==> src/rtl/excl_mon_pkg.sv <==
package excl_mon_pkg;
  typedef enum logic {MON_OPEN = 1'b0, MON_EXCL = 1'b1} mon_state_e;
  // clearing sources compared against the reservation and the incoming load-exclusive
  localparam int unsigned N_SRC     = 3;
  localparam int unsigned SRC_STEX  = 0;
  localparam int unsigned SRC_SNOOP = 1;
  localparam int unsigned SRC_EVICT = 2;
endpackage

==> src/rtl/excl_line_match.sv <==
module excl_line_match #(
  parameter int unsigned LINE_W = 26
) (
  input  logic [LINE_W-1:0] a_i,
  input  logic [LINE_W-1:0] b_i,
  output logic              eq_o
);
  assign eq_o = (a_i == b_i);
endmodule

==> src/rtl/excl_mon_fsm.sv <==
module excl_mon_fsm
  import excl_mon_pkg::*;
#(
  parameter int unsigned LINE_W = 26
) (
  input  logic              clk_i,
  input  logic              rst_ni,
  input  logic              ldex_valid_i,
  input  logic [LINE_W-1:0] ld_line_i,
  input  logic              clrex_i,
  input  logic [N_SRC-1:0]  src_valid_i,
  input  logic [N_SRC-1:0]  hit_resv_i,
  input  logic [N_SRC-1:0]  hit_ld_i,
  output logic              excl_o,
  output logic [LINE_W-1:0] line_o
);
  mon_state_e        state_q, state_d;
  logic [LINE_W-1:0] line_q, line_d;
  logic              remote_hit;

  assign remote_hit = hit_resv_i[SRC_SNOOP] | hit_resv_i[SRC_EVICT];

  always_comb begin
    state_d = state_q;
    line_d  = line_q;
    if (ldex_valid_i) begin
      line_d  = ld_line_i;
      // clear on the same line (or a global clear) beats the new reservation
      state_d = (clrex_i || (|hit_ld_i)) ? MON_OPEN : MON_EXCL;
    end else if (clrex_i || src_valid_i[SRC_STEX] || remote_hit) begin
      state_d = MON_OPEN;
    end
  end

  always_ff @(posedge clk_i or negedge rst_ni) begin
    if (!rst_ni) begin
      state_q <= MON_OPEN;
      line_q  <= '0;
    end else begin
      state_q <= state_d;
      line_q  <= line_d;
    end
  end

  assign excl_o = (state_q == MON_EXCL);
  assign line_o = line_q;


  only_ldex_sets_chk: assert property (@(posedge clk_i) disable iff (!rst_ni)
    $rose(excl_o) |-> $past(ldex_valid_i));

  stex_clears_chk: assert property (@(posedge clk_i) disable iff (!rst_ni)
    (src_valid_i[SRC_STEX] && !ldex_valid_i) |=> !excl_o);

  clrex_clears_chk: assert property (@(posedge clk_i) disable iff (!rst_ni)
    clrex_i |=> !excl_o);

  remote_hit_clears_chk: assert property (@(posedge clk_i) disable iff (!rst_ni)
    (!ldex_valid_i && remote_hit) |=> !excl_o);

  ldex_loads_line_chk: assert property (@(posedge clk_i) disable iff (!rst_ni)
    ldex_valid_i |=> (line_o == $past(ld_line_i)));

  same_line_conflict_chk: assert property (@(posedge clk_i) disable iff (!rst_ni)
    (ldex_valid_i && (|hit_ld_i)) |=> !excl_o);
endmodule

==> src/rtl/excl_monitor.sv <==
module excl_monitor
  import excl_mon_pkg::*;
#(
  parameter int unsigned ADDR_W     = 32,
  parameter int unsigned LINE_BYTES = 64,
  localparam int unsigned OFF_W     = $clog2(LINE_BYTES),
  localparam int unsigned LINE_W    = ADDR_W - OFF_W
) (
  input  logic              clk_i,
  input  logic              rst_ni,
  input  logic              ldex_valid_i,
  input  logic [ADDR_W-1:0] ldex_addr_i,
  input  logic              stex_valid_i,
  input  logic [ADDR_W-1:0] stex_addr_i,
  input  logic              clrex_i,
  input  logic              snoop_valid_i,
  input  logic [ADDR_W-1:0] snoop_addr_i,
  input  logic              evict_valid_i,
  input  logic [ADDR_W-1:0] evict_addr_i,
  output logic              stex_status_o,
  output logic              stex_wen_o,
  output logic              excl_o,
  output logic [LINE_W-1:0] resv_line_o
);
  logic [LINE_W-1:0] ld_line;
  logic [LINE_W-1:0] src_line [N_SRC];
  logic [N_SRC-1:0]  src_valid, match_resv, match_ld, hit_resv, hit_ld;
  logic              stex_pass;

  assign ld_line               = ldex_addr_i[ADDR_W-1:OFF_W];
  assign src_line[SRC_STEX]    = stex_addr_i[ADDR_W-1:OFF_W];
  assign src_line[SRC_SNOOP]   = snoop_addr_i[ADDR_W-1:OFF_W];
  assign src_line[SRC_EVICT]   = evict_addr_i[ADDR_W-1:OFF_W];
  assign src_valid[SRC_STEX]   = stex_valid_i;
  assign src_valid[SRC_SNOOP]  = snoop_valid_i;
  assign src_valid[SRC_EVICT]  = evict_valid_i;

  for (genvar g = 0; g < N_SRC; g++) begin : g_src
    excl_line_match #(.LINE_W(LINE_W)) u_vs_resv (
      .a_i (src_line[g]),
      .b_i (resv_line_o),
      .eq_o(match_resv[g])
    );
    excl_line_match #(.LINE_W(LINE_W)) u_vs_ld (
      .a_i (src_line[g]),
      .b_i (ld_line),
      .eq_o(match_ld[g])
    );
  end

  assign hit_resv = src_valid & match_resv;
  assign hit_ld   = src_valid & match_ld;

  excl_mon_fsm #(.LINE_W(LINE_W)) u_fsm (
    .clk_i       (clk_i),
    .rst_ni      (rst_ni),
    .ldex_valid_i(ldex_valid_i),
    .ld_line_i   (ld_line),
    .clrex_i     (clrex_i),
    .src_valid_i (src_valid),
    .hit_resv_i  (hit_resv),
    .hit_ld_i    (hit_ld),
    .excl_o      (excl_o),
    .line_o      (resv_line_o)
  );

  assign stex_pass     = excl_o & hit_resv[SRC_STEX];
  assign stex_wen_o    = stex_pass;
  assign stex_status_o = stex_valid_i & ~stex_pass;


  fail_no_write_chk: assert property (@(posedge clk_i) disable iff (!rst_ni)
    (stex_valid_i && !excl_o) |-> (stex_status_o && !stex_wen_o));

  wen_needs_stex_chk: assert property (@(posedge clk_i) disable iff (!rst_ni)
    stex_wen_o |-> (stex_valid_i && !stex_status_o));
endmodule

==> config.mk <==
export PLATFORM = sky130hd
export DESIGN_NAME = excl_monitor
export DESIGN_NICKNAME = d
export VERILOG_FILES = /design/src/rtl/excl_mon_pkg.sv /design/src/rtl/excl_line_match.sv /design/src/rtl/excl_mon_fsm.sv /design/src/rtl/excl_monitor.sv
export SDC_FILE = /design/constraint.sdc
export NUM_CORES = 1
export LEC_CHECK = 0
export CAP_MARGIN = 10
export CORE_MARGIN = 1
export CORE_UTILIZATION = 35
export CTS_CLUSTER_DIAMETER = 80
export DETAILED_ROUTE_END_ITERATION = 7
export DONT_BUFFER_PORTS = 1
export GPL_ROUTABILITY_DRIVEN = 0
export SYNTH_ARGS = -nofsm -noshare
export SYNTH_HDL_FRONTEND = slang
export SYNTH_SLANG_ARGS = --single-unit
==> constraint.sdc <==
create_clock -name clk_i -period 4.4 [get_ports clk_i]
set_clock_uncertainty 0.1 [all_clocks]
set_input_delay 0.88 -clock clk_i [delete_from_list [all_inputs] [get_ports clk_i]]
set_output_delay 0.88 -clock clk_i [all_outputs]
set_load 0.02 [all_outputs]
== Yosys cells after proc, flatten, opt, wreduce, memory -nomap -nowiden ==
Index checks and enable logic that the tools add are counted.

* Bitwise operators: 6
* Shift operators: 0
* Multiply operators: 0
* Reductions and logical operators: 5
* Div/mod/pow operators: 0
* Order comparisons: 0
* Muxes and demuxes: 3
* Equal/unequal tests: 6
* Add/sub/neg operators: 0

{| class="wikitable"
|+ Operators with widths
! cell !! count
|-
| 26-bit equality test || 6
|-
| 3-bit AND || 2
|-
| 1-bit logical OR || 3
|-
| 1-bit two-way mux || 3
|-
| 3-bit OR reduction || 1
|-
| 1-bit AND || 2
|-
| 2-bit nonzero test || 1
|-
| 1-bit NOT || 1
|-
| 1-bit bitwise OR || 1
|}

* Flip-flop bits (word level): 27
* Bits of input ports: 135
* Bits in writable memories: 0
* Latch bits: 0
* Logic and storage cells: 22
* Memory bits (read-only): 0
* Memories kept: 0
* Output and inout port bits: 29

== Longest topological paths before layout ==
* Word-level depth: 6
* Depth in mapped cells: 5
* Depth with buffers taken out: 5

== Cells and area by module ==
From an unflattened synthesis, not the netlist that was laid out.

* Cells, all modules: 278
* Area, all modules: 2803.9 um^2

{| class="wikitable"
|+ Modules (own cells, without submodules)
! module !! area each (um^2) !! times used !! cells an instance
|-
| excl_line_match || 287.8 || 6 || 35
|-
| excl_mon_fsm || 1021.0 || 1 || 60
|-
| excl_monitor || 56.3 || 1 || 8
|}

== Worst setup path after synthesis ==
Ideal clock, no wire load.

* Path type: input-to-output
* Start: in stex_addr_i[30]
* End: out stex_status_o
* Data arrival time: 2.087 ns
* Data required time: 3.420 ns
* Path slack: 1.333 ns
* Stages: 5
* Path through: xnor2_1 -> nand3_1 -> or4_1 -> nor3_2 -> nor2b_1

* Cells in the longest elaborated chain, start to end: 5

{| class="wikitable"
|+ Ends and longest elaborated chain
! item !! line !! text
|-
| start: declaration || excl_monitor.sv:14 || <nowiki>input logic [ADDR_W-1:0] stex_addr_i,</nowiki>
|-
| 26-bit equality test || excl_line_match.sv:8 || <nowiki>assign eq_o = (a_i == b_i);</nowiki>
|-
| 3-bit AND || excl_monitor.sv:51 || <nowiki>assign hit_resv = src_valid & match_resv;</nowiki>
|-
| 1-bit AND || excl_monitor.sv:67 || <nowiki>assign stex_pass = excl_o & hit_resv[SRC_STEX];</nowiki>
|-
| net stex_wen_o || excl_monitor.sv:21 || <nowiki>output logic stex_wen_o,</nowiki>
|-
| 1-bit NOT || excl_monitor.sv:69 || <nowiki>assign stex_status_o = stex_valid_i & ~stex_pass;</nowiki>
|-
| 1-bit AND || excl_monitor.sv:69 ||
|-
| end: declaration || excl_monitor.sv:20 || <nowiki>output logic stex_status_o,</nowiki>
|}

The timed path passes the listed nets, and every way through them passes these cells.

== Worst setup path after layout ==
* Start: reg u_fsm.line_q[1] (netlist: u_fsm.line_o[1])
* End: out stex_status_o

* Cells in the longest elaborated chain, start to end: 5

{| class="wikitable"
|+ Ends and longest elaborated chain
! item !! line !! text
|-
| start: declaration || excl_mon_fsm.sv:18 || <nowiki>logic [LINE_W-1:0] line_q, line_d;</nowiki>
|-
| start signal: assignment || excl_mon_fsm.sv:41 || <nowiki>line_q <= line_d;</nowiki>
|-
| 26-bit equality test || excl_line_match.sv:8 ||
|-
| 3-bit AND || excl_monitor.sv:51 ||
|-
| 1-bit AND || excl_monitor.sv:67 ||
|-
| net stex_wen_o || excl_monitor.sv:21 ||
|-
| 1-bit NOT || excl_monitor.sv:69 ||
|-
| 1-bit AND || excl_monitor.sv:69 ||
|}

The timed path passes the listed nets, and every way through them passes these cells.

==> run metrics <==
status finished, final reports clean; Slew @ Worst Pin 479 ps; chip width 90.4 um; WL final 9.18 mm; Data arrival, critical path 2360 ps; clock latency on the worst-skew pair 280 ps; Max-slew headroom 67.9%; Syn Area/Cell 10.0 um2; post-CTS resize count 0; min cycle time layout 3340 ps; most frequent cells in the layout xnor2_1, nand4_1, xor2_1; Clock power frac 20.9%; WL/cell 24.6 um; post-synthesis sequential area ratio 24.7%; critical path cell sequence xor2_1 > nor4_1 > nand4_1 > nor3_2 > nor2b_1; largest net degree at the start of global routing 29; CP startpoint kind flip-flop; synthesized flop and latch total 27; Initial DRC Count 152; Max Slew Vio Count 0; Core Area 7410 um2; post-route ant nets 0; root buf cell clkbuf_8; Via density 5.59; routed vias 2084; Inst Count DP 369; GRT overflow 0; Yosys warnings 0; Inserted Diodes 0; full die area 8160 um2; Comb power frac 31.2%; Hold Slack 176 ps; Starting Density 36.9%; setup TNS 0 ps; Synth Area in Simple Gates 12.8%; Total GRT Usage 22.2%; largest family of logic cells by synthesized area XOR/XNOR gates; Leak 0.000865 uW; Worst Hold Class primary input to async pin; Mapped Nets 408; synthesis-to-finish area growth 5.63%; cell-internal power 477 uW; Pwr per Cell Area 256 nW/um2; postcts setup bufs 0; Synth Area in Compound Gates 1.19%; initial antenna violation count 0; flop-to-flop setup slack 2520 ps; Reg clk slew, reported paths 110 ps; final net count 410; Synth Area in Adders 0%; CTS tree done; Unique masters post-synth 17; die height 90.4 um; Psw 263 uW; placed wire-length estimate 7.86 mm; htree depth 1; R2R Path Start u_fsm.line_o[3]; Worst Reg-to-Reg Cells 5; Worst Path Required 3420 ps; cts bufs inserted 3; CTS Hold Bufs 0; Post-Syn Instances 273; Worst setup EP type output pin; final setup fails 0; FMAX 299 MHz; cell row count 31; DRC Markers 0; VDD IR max 0.122 mV; first-pass GRT wire length 13.4 mm; DRT Pass-1 Iters 4; final hold vios 0; sequential power share 47.9%; CP Launch Point u_fsm.line_o[1]; RSZ-0062 raised after global routing no; CTS Sinks 27; switching share of power 35.5%; Synth Cell Area 2730 um2; Port Buffers 0; commonest non-fill, non-tap cell in the layout xnor2_1; CP Class flip-flop to output pin; Final Non-Filler Cells 373; multiplexer share of the synthesized area 10.7%; I/O Pins 164; Max FO, Critical Path 5; CTS max path bufs 2; max-cap violations 0; Max stage delay on crit path 540 ps; crit share post-route 75.9%; Post-Synth XOR/XNOR Area 50.0%; vias in the first global route 2284; share of layout cells above drive strength 1 10.9%; slowest CP cell dfrtp_1
-- per-layer routing --
layer  track usage [%]  share of wire [%]  vias to the layer above
li1                  -                  -                      956
met1              27.7                 40                     1000
met2              36.0                 47                      120
met3              8.67                 13                        8
met4              4.84                1.1                        0
met5                 0                  0                        -
-- area by class of cell --
type,instances,area [um2]
Fill cell,770,4520
Multi-Input combinational cell,243,2040
Clock buffer,4,45.0
Sequential cell,27,676
Tap cell,99,124
-- per-stage QoR --
step / worst slack, ps / cell area, um2 / total power, uW / util, %
after floorplan: 1330 / 2730 / 534 / -
after global placement: 1090 / 2840 / 589 / 38.4
after detailed placement: 1090 / 2840 / 590 / 38.4
after CTS: 1050 / 2890 / 745 / 39.0
after global routing: 931 / 2890 / 779 / 39.0
final: 1060 / 2890 / 740 / 39.0
-- worst paths after layout --
check	endpoint
max	stex_status_o
min	u_fsm.line_o[13]
max reg2reg	u_fsm.excl_o
min reg2reg	u_fsm.line_o[25]
max in group asynchronous	u_fsm.excl_o
min in group clk_i	u_fsm.line_o[17]
-- cells by family (layout without fill, tap and decap cells) --
family | Yosys count | count (layout)
xor+xnor | 156 | 156
simple gates | 57 | 57
flops | 27 | 27
mux | 26 | 26
compound gates | 4 | 4
buf+inv | 3 | 4
-- flip-flops by register name (all words and copies together), names as in the netlist --
signal and cells:
u_fsm.line_o 26, u_fsm.excl_o 1
-- Yosys cell counts --
master	n	area, um2
nor2b_1	1	6.26
a22o_1	1	8.76
xnor2_1	127	1110
nor3_1	5	25.0
dfrtp_1	27	676
nand4_1	30	188
a22oi_1	2	15.0
nand2b_1	1	6.26
a41oi_1	1	8.76
nor4_1	11	68.8
nor4b_1	1	8.76
nand3_1	6	30.0
nor3_2	1	10.0
xor2_1	29	254
mux2_2	26	293
buf_2	3	15.0
or4_1	1	7.51
-- critical path, delay by kind of cell (launching register included) --
family           cells  cell delay (ps)
XOR/XNOR             1              220
flip-flops           1              540
AND/OR/NAND/NOR      4             1320
-- power groups by stage --
stage	logic, uW	registers [uW]	clock network, uW
final	231	354	155
after global routing	250	360	169
after CTS	232	355	158
after detailed placement	229	360	0
after global placement	230	359	0
after floorplan	189	346	0
No activity file was read; power rests on OpenSTA's default activity.
